$ cat src/rtl/mphyRxPkg.sv
`timescale 1ns/1ps
package mphyRxPkg;

  // Width of a port index carried between control and datapath (up to 32 ports).
  localparam int PORT_IDX_W = 5;

  // Strobes from control to datapath for one clock edge.
  typedef struct packed {
    logic                  load;  // pop a byte and capture it for the bus
    logic [PORT_IDX_W-1:0] port;  // which port's buffer byte to capture
    logic                  soc;   // captured byte is offset 0 of its cell
  } xferStrobe_t;

endpackage

$ cat src/rtl/mphyRxCtrl.sv
`timescale 1ns/1ps
module mphyRxCtrl
  import mphyRxPkg::*;
#(
  parameter int NUM_PORTS  = 2,
  parameter int ADDR_W     = 5,
  parameter int CELL_BYTES = 53
) (
  input  logic                        clk,
  input  logic                        rstN,
  input  logic [ADDR_W-1:0]           busAddr,
  input  logic                        busEnN,
  input  logic [NUM_PORTS*ADDR_W-1:0] cfgAddr,
  input  logic [NUM_PORTS-1:0]        cellReady,
  output logic [NUM_PORTS-1:0]        bufRdEn,
  output xferStrobe_t                 xfer,
  output logic                        clavVal,
  output logic                        clavHit
);

  localparam int OFF_W = $clog2(CELL_BYTES);
  localparam logic [OFF_W-1:0] LAST_OFF = OFF_W'(CELL_BYTES - 1);

  logic [NUM_PORTS-1:0]  addrMatch;
  logic [NUM_PORTS-1:0]  portBusy;
  logic [OFF_W-1:0]      offset [NUM_PORTS];
  logic                  hitAny;
  logic [PORT_IDX_W-1:0] hitIdx;
  logic                  hitAvail;
  logic                  selValid;
  logic [PORT_IDX_W-1:0] selPort;
  logic [OFF_W-1:0]      selOffset;
  logic                  selBusy;
  logic                  selReady;
  logic                  canXfer;
  logic                  lastByte;

  // Per-port address compare and byte offset within the current cell.
  for (genvar p = 0; p < NUM_PORTS; p++) begin : g_port
    assign addrMatch[p] = (cfgAddr[p*ADDR_W +: ADDR_W] == busAddr);
    assign portBusy[p]  = (offset[p] != '0);

    always_ff @(posedge clk or negedge rstN) begin
      if (!rstN) begin
        offset[p] <= '0;
      end else if (canXfer && (selPort == PORT_IDX_W'(p))) begin
        offset[p] <= (offset[p] == LAST_OFF) ? '0 : offset[p] + OFF_W'(1);
      end
    end
  end

  // Lowest-numbered matching port wins.
  always_comb begin
    hitAny = 1'b0;
    hitIdx = '0;
    for (int p = NUM_PORTS - 1; p >= 0; p--) begin
      if (addrMatch[p]) begin
        hitAny = 1'b1;
        hitIdx = PORT_IDX_W'(p);
      end
    end
  end

  // State of the selected port and of the polled port.
  always_comb begin
    selOffset = '0;
    selBusy   = 1'b0;
    selReady  = 1'b0;
    hitAvail  = 1'b0;
    for (int p = 0; p < NUM_PORTS; p++) begin
      if (selPort == PORT_IDX_W'(p)) begin
        selOffset = offset[p];
        selBusy   = portBusy[p];
        selReady  = cellReady[p];
      end
      if (hitIdx == PORT_IDX_W'(p)) begin
        hitAvail = portBusy[p] | cellReady[p];
      end
    end
  end

  assign canXfer  = !busEnN && selValid && (selBusy || selReady);
  assign lastByte = (selOffset == LAST_OFF);

  always_comb begin
    bufRdEn = '0;
    for (int p = 0; p < NUM_PORTS; p++) begin
      bufRdEn[p] = canXfer && (selPort == PORT_IDX_W'(p));
    end
  end

  assign xfer = '{load: canXfer, port: selPort, soc: (selOffset == '0)};

  // Selection and registered poll answer.
  always_ff @(posedge clk or negedge rstN) begin
    if (!rstN) begin
      selValid <= 1'b0;
      selPort  <= '0;
      clavHit  <= 1'b0;
      clavVal  <= 1'b0;
    end else begin
      clavHit <= hitAny;
      clavVal <= hitAny && hitAvail;
      if (busEnN) begin
        selValid <= hitAny;
        selPort  <= hitIdx;
      end else if (canXfer && lastByte) begin
        selValid <= 1'b0;
      end
    end
  end

endmodule

$ cat src/rtl/mphyRxData.sv
`timescale 1ns/1ps
module mphyRxData
  import mphyRxPkg::*;
#(
  parameter int NUM_PORTS = 2,
  parameter int DATA_W    = 8
) (
  input  logic                        clk,
  input  logic                        rstN,
  input  xferStrobe_t                 xfer,
  input  logic [NUM_PORTS*DATA_W-1:0] bufByte,
  input  logic                        cfgFloat,
  input  logic                        clavVal,
  input  logic                        clavHit,
  output logic [DATA_W-1:0]           busData,
  output logic                        busSoc,
  output logic                        busDataOe,
  output logic                        busClav,
  output logic                        busClavOe
);

  logic [DATA_W-1:0] byteSel;
  logic [DATA_W-1:0] dataReg;
  logic              socReg;
  logic              dataValid;

  always_comb begin
    byteSel = '0;
    for (int p = 0; p < NUM_PORTS; p++) begin
      if (xfer.port == PORT_IDX_W'(p)) begin
        byteSel = bufByte[p*DATA_W +: DATA_W];
      end
    end
  end

  always_ff @(posedge clk or negedge rstN) begin
    if (!rstN) begin
      dataValid <= 1'b0;
      dataReg   <= '0;
      socReg    <= 1'b0;
    end else begin
      dataValid <= xfer.load;
      if (xfer.load) begin
        dataReg <= byteSel;
        socReg  <= xfer.soc;
      end
    end
  end

  assign busData   = dataReg;
  assign busSoc    = socReg && dataValid;
  assign busDataOe = dataValid && !cfgFloat;
  assign busClav   = clavVal;
  assign busClavOe = clavHit && !cfgFloat;

endmodule

$ cat src/rtl/mphyRxPort.sv
`timescale 1ns/1ps
module mphyRxPort
  import mphyRxPkg::*;
#(
  parameter int NUM_PORTS  = 2,
  parameter int ADDR_W     = 5,
  parameter int DATA_W     = 8,
  parameter int CELL_BYTES = 53
) (
  input  logic                        clk,
  input  logic                        rstN,
  input  logic [ADDR_W-1:0]           busAddr,
  input  logic                        busEnN,
  output logic [DATA_W-1:0]           busData,
  output logic                        busSoc,
  output logic                        busDataOe,
  output logic                        busClav,
  output logic                        busClavOe,
  input  logic [NUM_PORTS*ADDR_W-1:0] cfgAddr,
  input  logic                        cfgFloat,
  input  logic [NUM_PORTS-1:0]        cellReady,
  input  logic [NUM_PORTS*DATA_W-1:0] bufByte,
  output logic [NUM_PORTS-1:0]        bufRdEn
);

  xferStrobe_t xferS;
  logic        clavVal;
  logic        clavHit;

  mphyRxCtrl #(
    .NUM_PORTS (NUM_PORTS),
    .ADDR_W    (ADDR_W),
    .CELL_BYTES(CELL_BYTES)
  ) u_ctrl (
    .clk      (clk),
    .rstN     (rstN),
    .busAddr  (busAddr),
    .busEnN   (busEnN),
    .cfgAddr  (cfgAddr),
    .cellReady(cellReady),
    .bufRdEn  (bufRdEn),
    .xfer     (xferS),
    .clavVal  (clavVal),
    .clavHit  (clavHit)
  );

  mphyRxData #(
    .NUM_PORTS(NUM_PORTS),
    .DATA_W   (DATA_W)
  ) u_data (
    .clk      (clk),
    .rstN     (rstN),
    .xfer     (xferS),
    .bufByte  (bufByte),
    .cfgFloat (cfgFloat),
    .clavVal  (clavVal),
    .clavHit  (clavHit),
    .busData  (busData),
    .busSoc   (busSoc),
    .busDataOe(busDataOe),
    .busClav  (busClav),
    .busClavOe(busClavOe)
  );

endmodule

$ cat config.mk
export PLATFORM = sky130hd
export DESIGN_NAME = mphyRxPort
export DESIGN_NICKNAME = d
export VERILOG_FILES = /design/src/rtl/mphyRxPkg.sv /design/src/rtl/mphyRxCtrl.sv /design/src/rtl/mphyRxData.sv /design/src/rtl/mphyRxPort.sv
export SDC_FILE = /design/constraint.sdc
export NUM_CORES = 1
export LEC_CHECK = 0
export ABC_AREA = 1
export BUFFER_PORTS_ARGS = -buffer_cell sky130_fd_sc_hd__clkbuf_2
export CORE_UTILIZATION = 55
export CTS_CLUSTER_DIAMETER = 150
export DETAILED_ROUTE_END_ITERATION = 8
export GPL_TIMING_DRIVEN = 0
export HOLD_SLACK_MARGIN = 0.1
export PLACE_DENSITY = 0.84
export SLEW_MARGIN = 20
export SYNTH_ARGS = -nofsm -noshare
export SYNTH_HDL_FRONTEND = slang
export SYNTH_SLANG_ARGS = --single-unit
$ cat constraint.sdc
create_clock -name clk -period 2.9 [get_ports clk]
set_clock_uncertainty 0.2 [all_clocks]
set_input_delay 0.145 -clock clk [delete_from_list [all_inputs] [get_ports clk]]
set_output_delay 0.145 -clock clk [all_outputs]
set_load 0.005 [all_outputs]
==> results.py, run 1 <==
metrics = {
    "yosys": {
        "synth_area_per_cell_um2": 7.71,
        "synthDistinctLibCells": 27,
        "synthMuxAreaShare": 0,
        "ys_warn_count": 0,
        "ys_ff_latch": 26,
        "postSynthCellCount": 227,
        "synth-compound-area-share": 0.0515,
        "synth_top_family_by_area": "simple AND/OR/NAND/NOR gates",
        "synth_fa_ha_area_frac": 0.0286,
        "synth_area_leader_cell": "dfrtp_1",
        "synth_seq_area_share": 0.372,
        "yosys.area_share.simple": 0.393,
        "synth_fp_nets": 268,
        "yosysTopAreaCellShare": 0.372,
        "synthTopCellsByArea": "dfrtp_1 37%, nand2_1 15%, nand3_1 7.4%, inv_1 5.4%, xor2_1 4.0%",
        "netlist_area_um2": 1750,
        "synthXorXnorAreaFrac": 0.0501,
    },
    "finish": {
        "final_common_cell": "nand2_1",
        "num_antenna_cells": 0,
        "layout_common_cells": "69 x nand2_1, 50 x clkbuf_2, 30 x dlygate4sd3_1, 26 x nand3_1, 26 x dfrtp_1",
        "syn2layout_area_growth_pct": 37.8,
        "drive_gt1_frac": 0.296,
        "fin_nets": 353,
        "final_core_util": 0.796,
    },
    "global_routing": {
        "grt_pass1_wl_um": 7690,
        "grtUsageTotal": 0.302,
        "grt_max_degree": 27,
        "grt_pass1_vias": 1748,
        "gr-total-overflow": 0,
        "antenna_found_initial": 0,
    },
    "clock_network": {
        "cts_setup_buffers": 0,
        "clk_latency_ns": 0.34,
        "clock-root-buffer": "clkbuf_4",
        "cts_buffer_depth": 2,
        "cts_tree": "built",
        "clock-sinks": 26,
        "htreeDepth": 1,
        "cts_buffers": 3,
        "cts.clk_slew.worst_paths_ns": 0.15,
    },
    "pwr": {
        "clockPowerShare": 0.182,
        "intPower_w": 0.000906,
        "p_per_area_nw_per_um2": 606,
        "p_sw_w": 0.000555,
        "sw_frac_of_total": 0.380,
        "p_leak_nw": 1.27,
        "vdd_drop_max_v": 0.000488,
        "seqPwrFrac": 0.397,
        "power_frac_comb": 0.421,
    },
    "timing": {
        "slew_viol_final": 0,
        "worst_pin_slew_ns": 0.658,
        "setup_violations": 0,
        "setup_slack_ns": 0.424,
        "fin_crit_sh": 0.854,
        "timing.slew.headroom": 0.562,
        "fmax_mhz": 404,
        "hold_violations": 0,
        "finalCriticalPeriod_ns": 2.48,
        "final.setup.tns_ns": 0,
        "rsz0062_at_grt": "no",
    },
    "worst_hold_path": {
        "hold_start": "cfgAddr[6]",
        "hold_end": "u_ctrl.selPort[0]$_DFFE_PN0P_",
        "holdPathStages": 8,
        "min_path_type": "in2reg",
    },
    "setup_path": {
        "cp_max_fo": 2,
        "crit_chain": "dlygate4sd3_1 -> clkbuf_2 -> xnor2_1 -> dlygate4sd3_1 -> nand2_1 -> dlygate4sd3_1 -> nor2_1 -> nand3_1 -> nand2_1",
        "critical_path_class": "in2reg",
        "critical_path.most_common_cell": "dlygate4sd3_1",
        "critPathSlowestCell": "dlygate4sd3_1",
        "critical-path-top-delay-family": "buffers and inverters",
        "r2r_slack_ns": 0.50,
        "cp_slowest_stage_delay_ns": 0.58,
        "reg2reg_depth": 11,
        "start_kind": "input port",
        "cp.required_ns": 2.98,
        "crit_arrival_ns": 2.56,
        "timing.rr.start": "u_ctrl.offset[0]$_DFFE_PN0P_",
        "crit_path_end_kind": "flip-flop",
        "crit_buf_inv": 4,
        "r2r-end": "u_data.busData[6]$_DFFE_PN0P_",
    },
    "route": {
        "vias": 1810,
        "drtIter0Drc": 62,
        "routed_wirelength_um": 4630,
        "drc": 0,
        "wl_per_cell_um": 13.0,
        "firstDrtPassIters": 4,
        "ant_nets": 0,
        "viasPerCell": 5.10,
    },
    "placed_design": {
        "gp_congestion": 0.797,
        "dp_hpwl_um": 2760,
        "port_buffers": 50,
        "pre_cts_ws_ns": 1.11,
    },
    "floorplan": {
        "start_util": 0.578,
        "fp.coreArea_um2": 3030,
        "dieWidth_um": 58.4,
        "dieArea_um2": 3410,
        "dieHeight_um": 58.4,
        "ioPinCount": 51,
        "rows": 20,
    },
    "run": {
        "drv_cap": 0,
    },
    "status": {
        "status": "finished clean",
    },
}
## synthesized netlist by cell type, drive strengths merged
library cell and number:
nor3 1, buf 5, nand2 73, xnor2 2
nand3 35, nand4 4, xor2 8, ha 4
o21ai 11, a21oi 4, or2 1, nor2 21
dfrtp 26, nand3b 1, inv 31
## state kept, by name (all words and copies together) (netlist names)
register and flops:
u_ctrl.clavHit 1, u_ctrl.clavVal 1, u_ctrl.offset 12, u_ctrl.selPort 1, u_ctrl.selValid 1, u_data.busData 8
u_data.dataValid 1, u_data.socReg 1
## through the flow
| step | total power, W | cells | hold slack [ns] | area, µm² |
|---|---|---|---|---|
| 4_1_cts | 0.00143 | 357 | 0.126 | 2430 |
| 6_report | 0.00146 | 355 | 0.0751 | 2410 |
| 3_3_place_gp | 0.00105 | 321 | 0.00118 | 2050 |
| 5_1_grt | 0.00155 | 355 | 0.170 | 2410 |
| 2_1_floorplan | 0.000904 | 227 | -0.351 | 1750 |
| 3_5_place_dp | 0.00107 | 321 | 0.000232 | 2050 |
## logic make-up after synthesis
| family | Yosys count |
|---|---|
| XOR/XNOR | 10 |
| AO/OA/AOI/OAI | 15 |
| AND/OR/NAND/NOR | 136 |
| buffers and inverters | 36 |
| flip-flops | 26 |
| adder cells (fa/ha/maj) | 4 |
## how the worst max path moves through the flow
stage	from	to	slack (ns)	cells past startpoint
after floorplan	u_ctrl.offset[0]$_DFFE_PN0P_	u_data.busData[3]$_DFFE_PN0P_	1.28	10
after global placement	u_ctrl.offset[0]$_DFFE_PN0P_	bufRdEn[1]	1.13	9
after detailed placement	u_ctrl.offset[0]$_DFFE_PN0P_	bufRdEn[1]	1.11	9
after CTS	cfgAddr[8]	u_ctrl.clavVal$_DFF_PN0_	0.08	10
after global routing	cfgAddr[8]	u_ctrl.clavVal$_DFF_PN0_	0.28	9
final	cfgAddr[8]	u_ctrl.clavVal$_DFF_PN0_	0.42	9
## worst min-delay path, cell delays in order
cell	delay (ns)
clkbuf_2	0.09
nand2_1	0.05
nand2_1	0.07
a21oi_2	0.04
inv_1	0.04
nor2_1	0.05
nand3_1	0.06
nand2_1	0.04
## final cells by class
type	instances	area, µm²
Fill cell	205	617
Tap cell	44	55.1
Clock buffer	3	22.5
Timing Repair Buffer	80	551
Multi-Input combinational cell	165	920
Clock inverter	1	30.0
Sequential cell	26	651
Inverter	31	121
Buffer	5	61.3
## metal layers
metal | part of all wire | up-vias | track usage
met1 | 0.41 | 844 | 0.363
met3 | 0.044 | 17 | 0.0396
met4 | 0.032 | 0 | 0.146
met5 | 0 | - | 0
met2 | 0.52 | 67 | 0.534
li1 | - | 882 | -
## timing repair
action	CTS	global route
resized for setup	0	1
setup endpoints to repair	0	3
hold endpoints to repair	41	0
hold buffers	32	0
## power groups by stage
stage          Sequential, W  Clock (W)  Combinational, W
6_report            0.000581   0.000265          0.000615
5_1_grt             0.000593   0.000278          0.000682
4_1_cts             0.000575   0.000260          0.000591
3_5_place_dp        0.000580          0          0.000489
3_3_place_gp        0.000577          0          0.000472
2_1_floorplan       0.000567          0          0.000337
No activity file was read; power rests on OpenSTA's default activity.
==> run 2, diff against run 1 <==
--- a/config.mk
+++ b/config.mk
@@ -6,13 +6,14 @@
 export NUM_CORES = 1
 export LEC_CHECK = 0
 export ABC_AREA = 1
-export BUFFER_PORTS_ARGS = -buffer_cell sky130_fd_sc_hd__clkbuf_2
 export CORE_UTILIZATION = 55
 export CTS_CLUSTER_DIAMETER = 150
+export CTS_CLUSTER_SIZE = 14
 export DETAILED_ROUTE_END_ITERATION = 8
+export DONT_BUFFER_PORTS = 1
 export GPL_TIMING_DRIVEN = 0
 export HOLD_SLACK_MARGIN = 0.1
-export PLACE_DENSITY = 0.84
+export PLACE_DENSITY = 0.7
 export SLEW_MARGIN = 20
 export SYNTH_ARGS = -nofsm -noshare
 export SYNTH_HDL_FRONTEND = slang
==> results.py, run 2 (same netlist as run 1, synthesis figures left out) <==
metrics = {
    "status": {
        "status": "finished clean",
    },
    "finish": {
        "syn2layout_area_growth_pct": 28.3,
        "multiInputGateArea_um2": 920,
        "final_common_cell": "nand2_1",
        "seq_area_um2": 651,
        "regMostFlops": "u_ctrl.offset",
        "layout_common_cells": "69 x nand2_1, 36 x dlygate4sd3_1, 26 x nand3_1, 26 x dfrtp_1, 24 x inv_1",
        "largest_register_ffs": 12,
        "stdcell_count": 313,
        "fin_area_um2": 2240,
        "fillCellCount": 220,
        "fin_nets": 311,
        "drive_gt1_frac": 0.167,
        "num_antenna_cells": 0,
    },
    "setup_path": {
        "cp_slowest_stage_delay_ns": 0.58,
        "r2r-end": "u_data.busData[7]$_DFFE_PN0P_",
        "cp.required_ns": 2.97,
        "cp_max_fo": 2,
        "critPathSlowestCell": "dlygate4sd3_1",
        "crit_chain": "dlygate4sd3_1 -> nand2_1 -> dlygate4sd3_1 -> a21oi_2 -> nand3_1 -> nand2_1 -> nand2_1 -> dlygate4sd3_1 -> nand2_1 -> dlygate4sd3_1",
        "start_kind": "input port",
        "crit_buf_inv": 4,
        "cp.depth": 10,
        "critical-path-top-delay-family": "buffers and inverters",
        "reg2reg_depth": 11,
        "critical_path_class": "in2reg",
        "timing.rr.start": "u_ctrl.offset[0]$_DFFE_PN0P_",
        "r2r_slack_ns": 0.13,
        "crit_arrival_ns": 2.90,
        "crit_path_end_kind": "flip-flop",
    },
    "timing": {
        "slew_viol_final": 0,
        "holdWs_ns": 0.116,
        "timing.slew.headroom": 0.827,
        "finalCriticalPeriod_ns": 2.82,
        "rsz0062_at_grt": "yes",
        "worst_pin_slew_ns": 0.259,
        "fmax_mhz": 355,
        "fin_crit_sh": 0.973,
        "setup_violations": 0,
        "hold_violations": 0,
    },
    "clock_network": {
        "clk_latency_ns": 0.32,
        "cts.clk_slew.worst_paths_ns": 0.14,
        "htreeDepth": 1,
        "clock-root-buffer": "clkbuf_4",
        "clock-sinks": 26,
        "cts_tree": "built",
        "cts_buffer_depth": 2,
        "cts_buffers": 3,
    },
    "floorplan": {
        "dieArea_um2": 3410,
        "rows": 20,
        "dieWidth_um": 58.4,
        "fp.coreArea_um2": 3030,
        "ioPinCount": 51,
        "dieHeight_um": 58.4,
        "start_util": 0.578,
    },
    "global_routing": {
        "grt_pass1_vias": 1573,
        "grt_max_degree": 27,
        "grtUsageTotal": 0.251,
        "grt_pass1_wl_um": 6580,
        "gr-total-overflow": 0,
        "antenna_found_initial": 0,
    },
    "route": {
        "firstDrtPassIters": 4,
        "ant_nets": 0,
        "vias": 1605,
        "drtIter0Drc": 68,
        "wl_per_cell_um": 12.7,
        "drc": 0,
        "viasPerCell": 5.13,
        "routed_wirelength_um": 3990,
    },
    "run": {
        "drv_cap": 0,
    },
    "pwr": {
        "p_per_area_nw_per_um2": 581,
        "vdd_drop_max_v": 0.000421,
        "p_leak_nw": 1.09,
    },
    "placed_design": {
        "dp_hpwl_um": 2600,
        "placed_cells": 271,
        "gp_congestion": 0.812,
        "place_area_um2": 1800,
        "port_buffers": 0,
    },
    "worst_hold_path": {
        "min_path_type": "in2async",
    },
}
run 2: power by group:
group	total (W)	internal, W	switching [W]
clock	0.000187	0.0000768	0.000110
combinational	0.000527	0.000251	0.000276
sequential	0.000589	0.000474	0.000115
run 2: metal layers:
metal	track usage	routed length, µm	share of wire
met5	0	0	0
met4	0.0646	17	0.0043
met3	0.0198	84	0.021
met2	0.463	2140	0.54
met1	0.318	1740	0.44
run 2: worst max-delay path by stage:
stage,from,slack (ns),endpoint
2_1_floorplan,u_ctrl.offset[0]$_DFFE_PN0P_,1.28,u_data.busData[3]$_DFFE_PN0P_
3_3_place_gp,u_ctrl.offset[0]$_DFFE_PN0P_,1.16,u_data.busData[3]$_DFFE_PN0P_
3_5_place_dp,u_ctrl.offset[6]$_DFFE_PN0P_,1.13,u_data.busData[6]$_DFFE_PN0P_
4_1_cts,cfgAddr[5],0.14,u_ctrl.selValid$_DFFE_PN0P_
5_1_grt,cfgAddr[5],-0.01,u_ctrl.selValid$_DFFE_PN0P_
6_report,cfgAddr[5],0.08,u_ctrl.selValid$_DFFE_PN0P_
run 2: cell type report:
type	instances	area share
multi-input cells	165	0.410
flip-flops and latches	26	0.290
repair buffers	38	0.178
inverters	31	0.0541
plain buffers	5	0.0273
well taps	44	0.0245
clock buffers	4	0.0162
run 2: metrics by stage:
stage	total power [W]	TNS, ns	setup WS [ns]	utilization
floorplan	0.000904	0	1.28	-
global placement	0.000967	0	1.16	0.596
detailed placement	0.000986	0	1.13	0.596
CTS	0.00129	0	0.139	0.740
global route	0.00140	-0.0107	-0.0107	0.741
finish	0.00130	0	0.0792	0.741
run 2: repair_timing:
item                       4_1_cts  5_1_grt
hold endpoints to repair        52        0
resized for setup                0        2
hold buffers                    38        0
setup endpoints to repair        0        2
buffers inserted                 0        0
run 2: worst min-delay path, delay by kind of cell:
family	cells	cell delay, ns
buffers and inverters	3	0.86
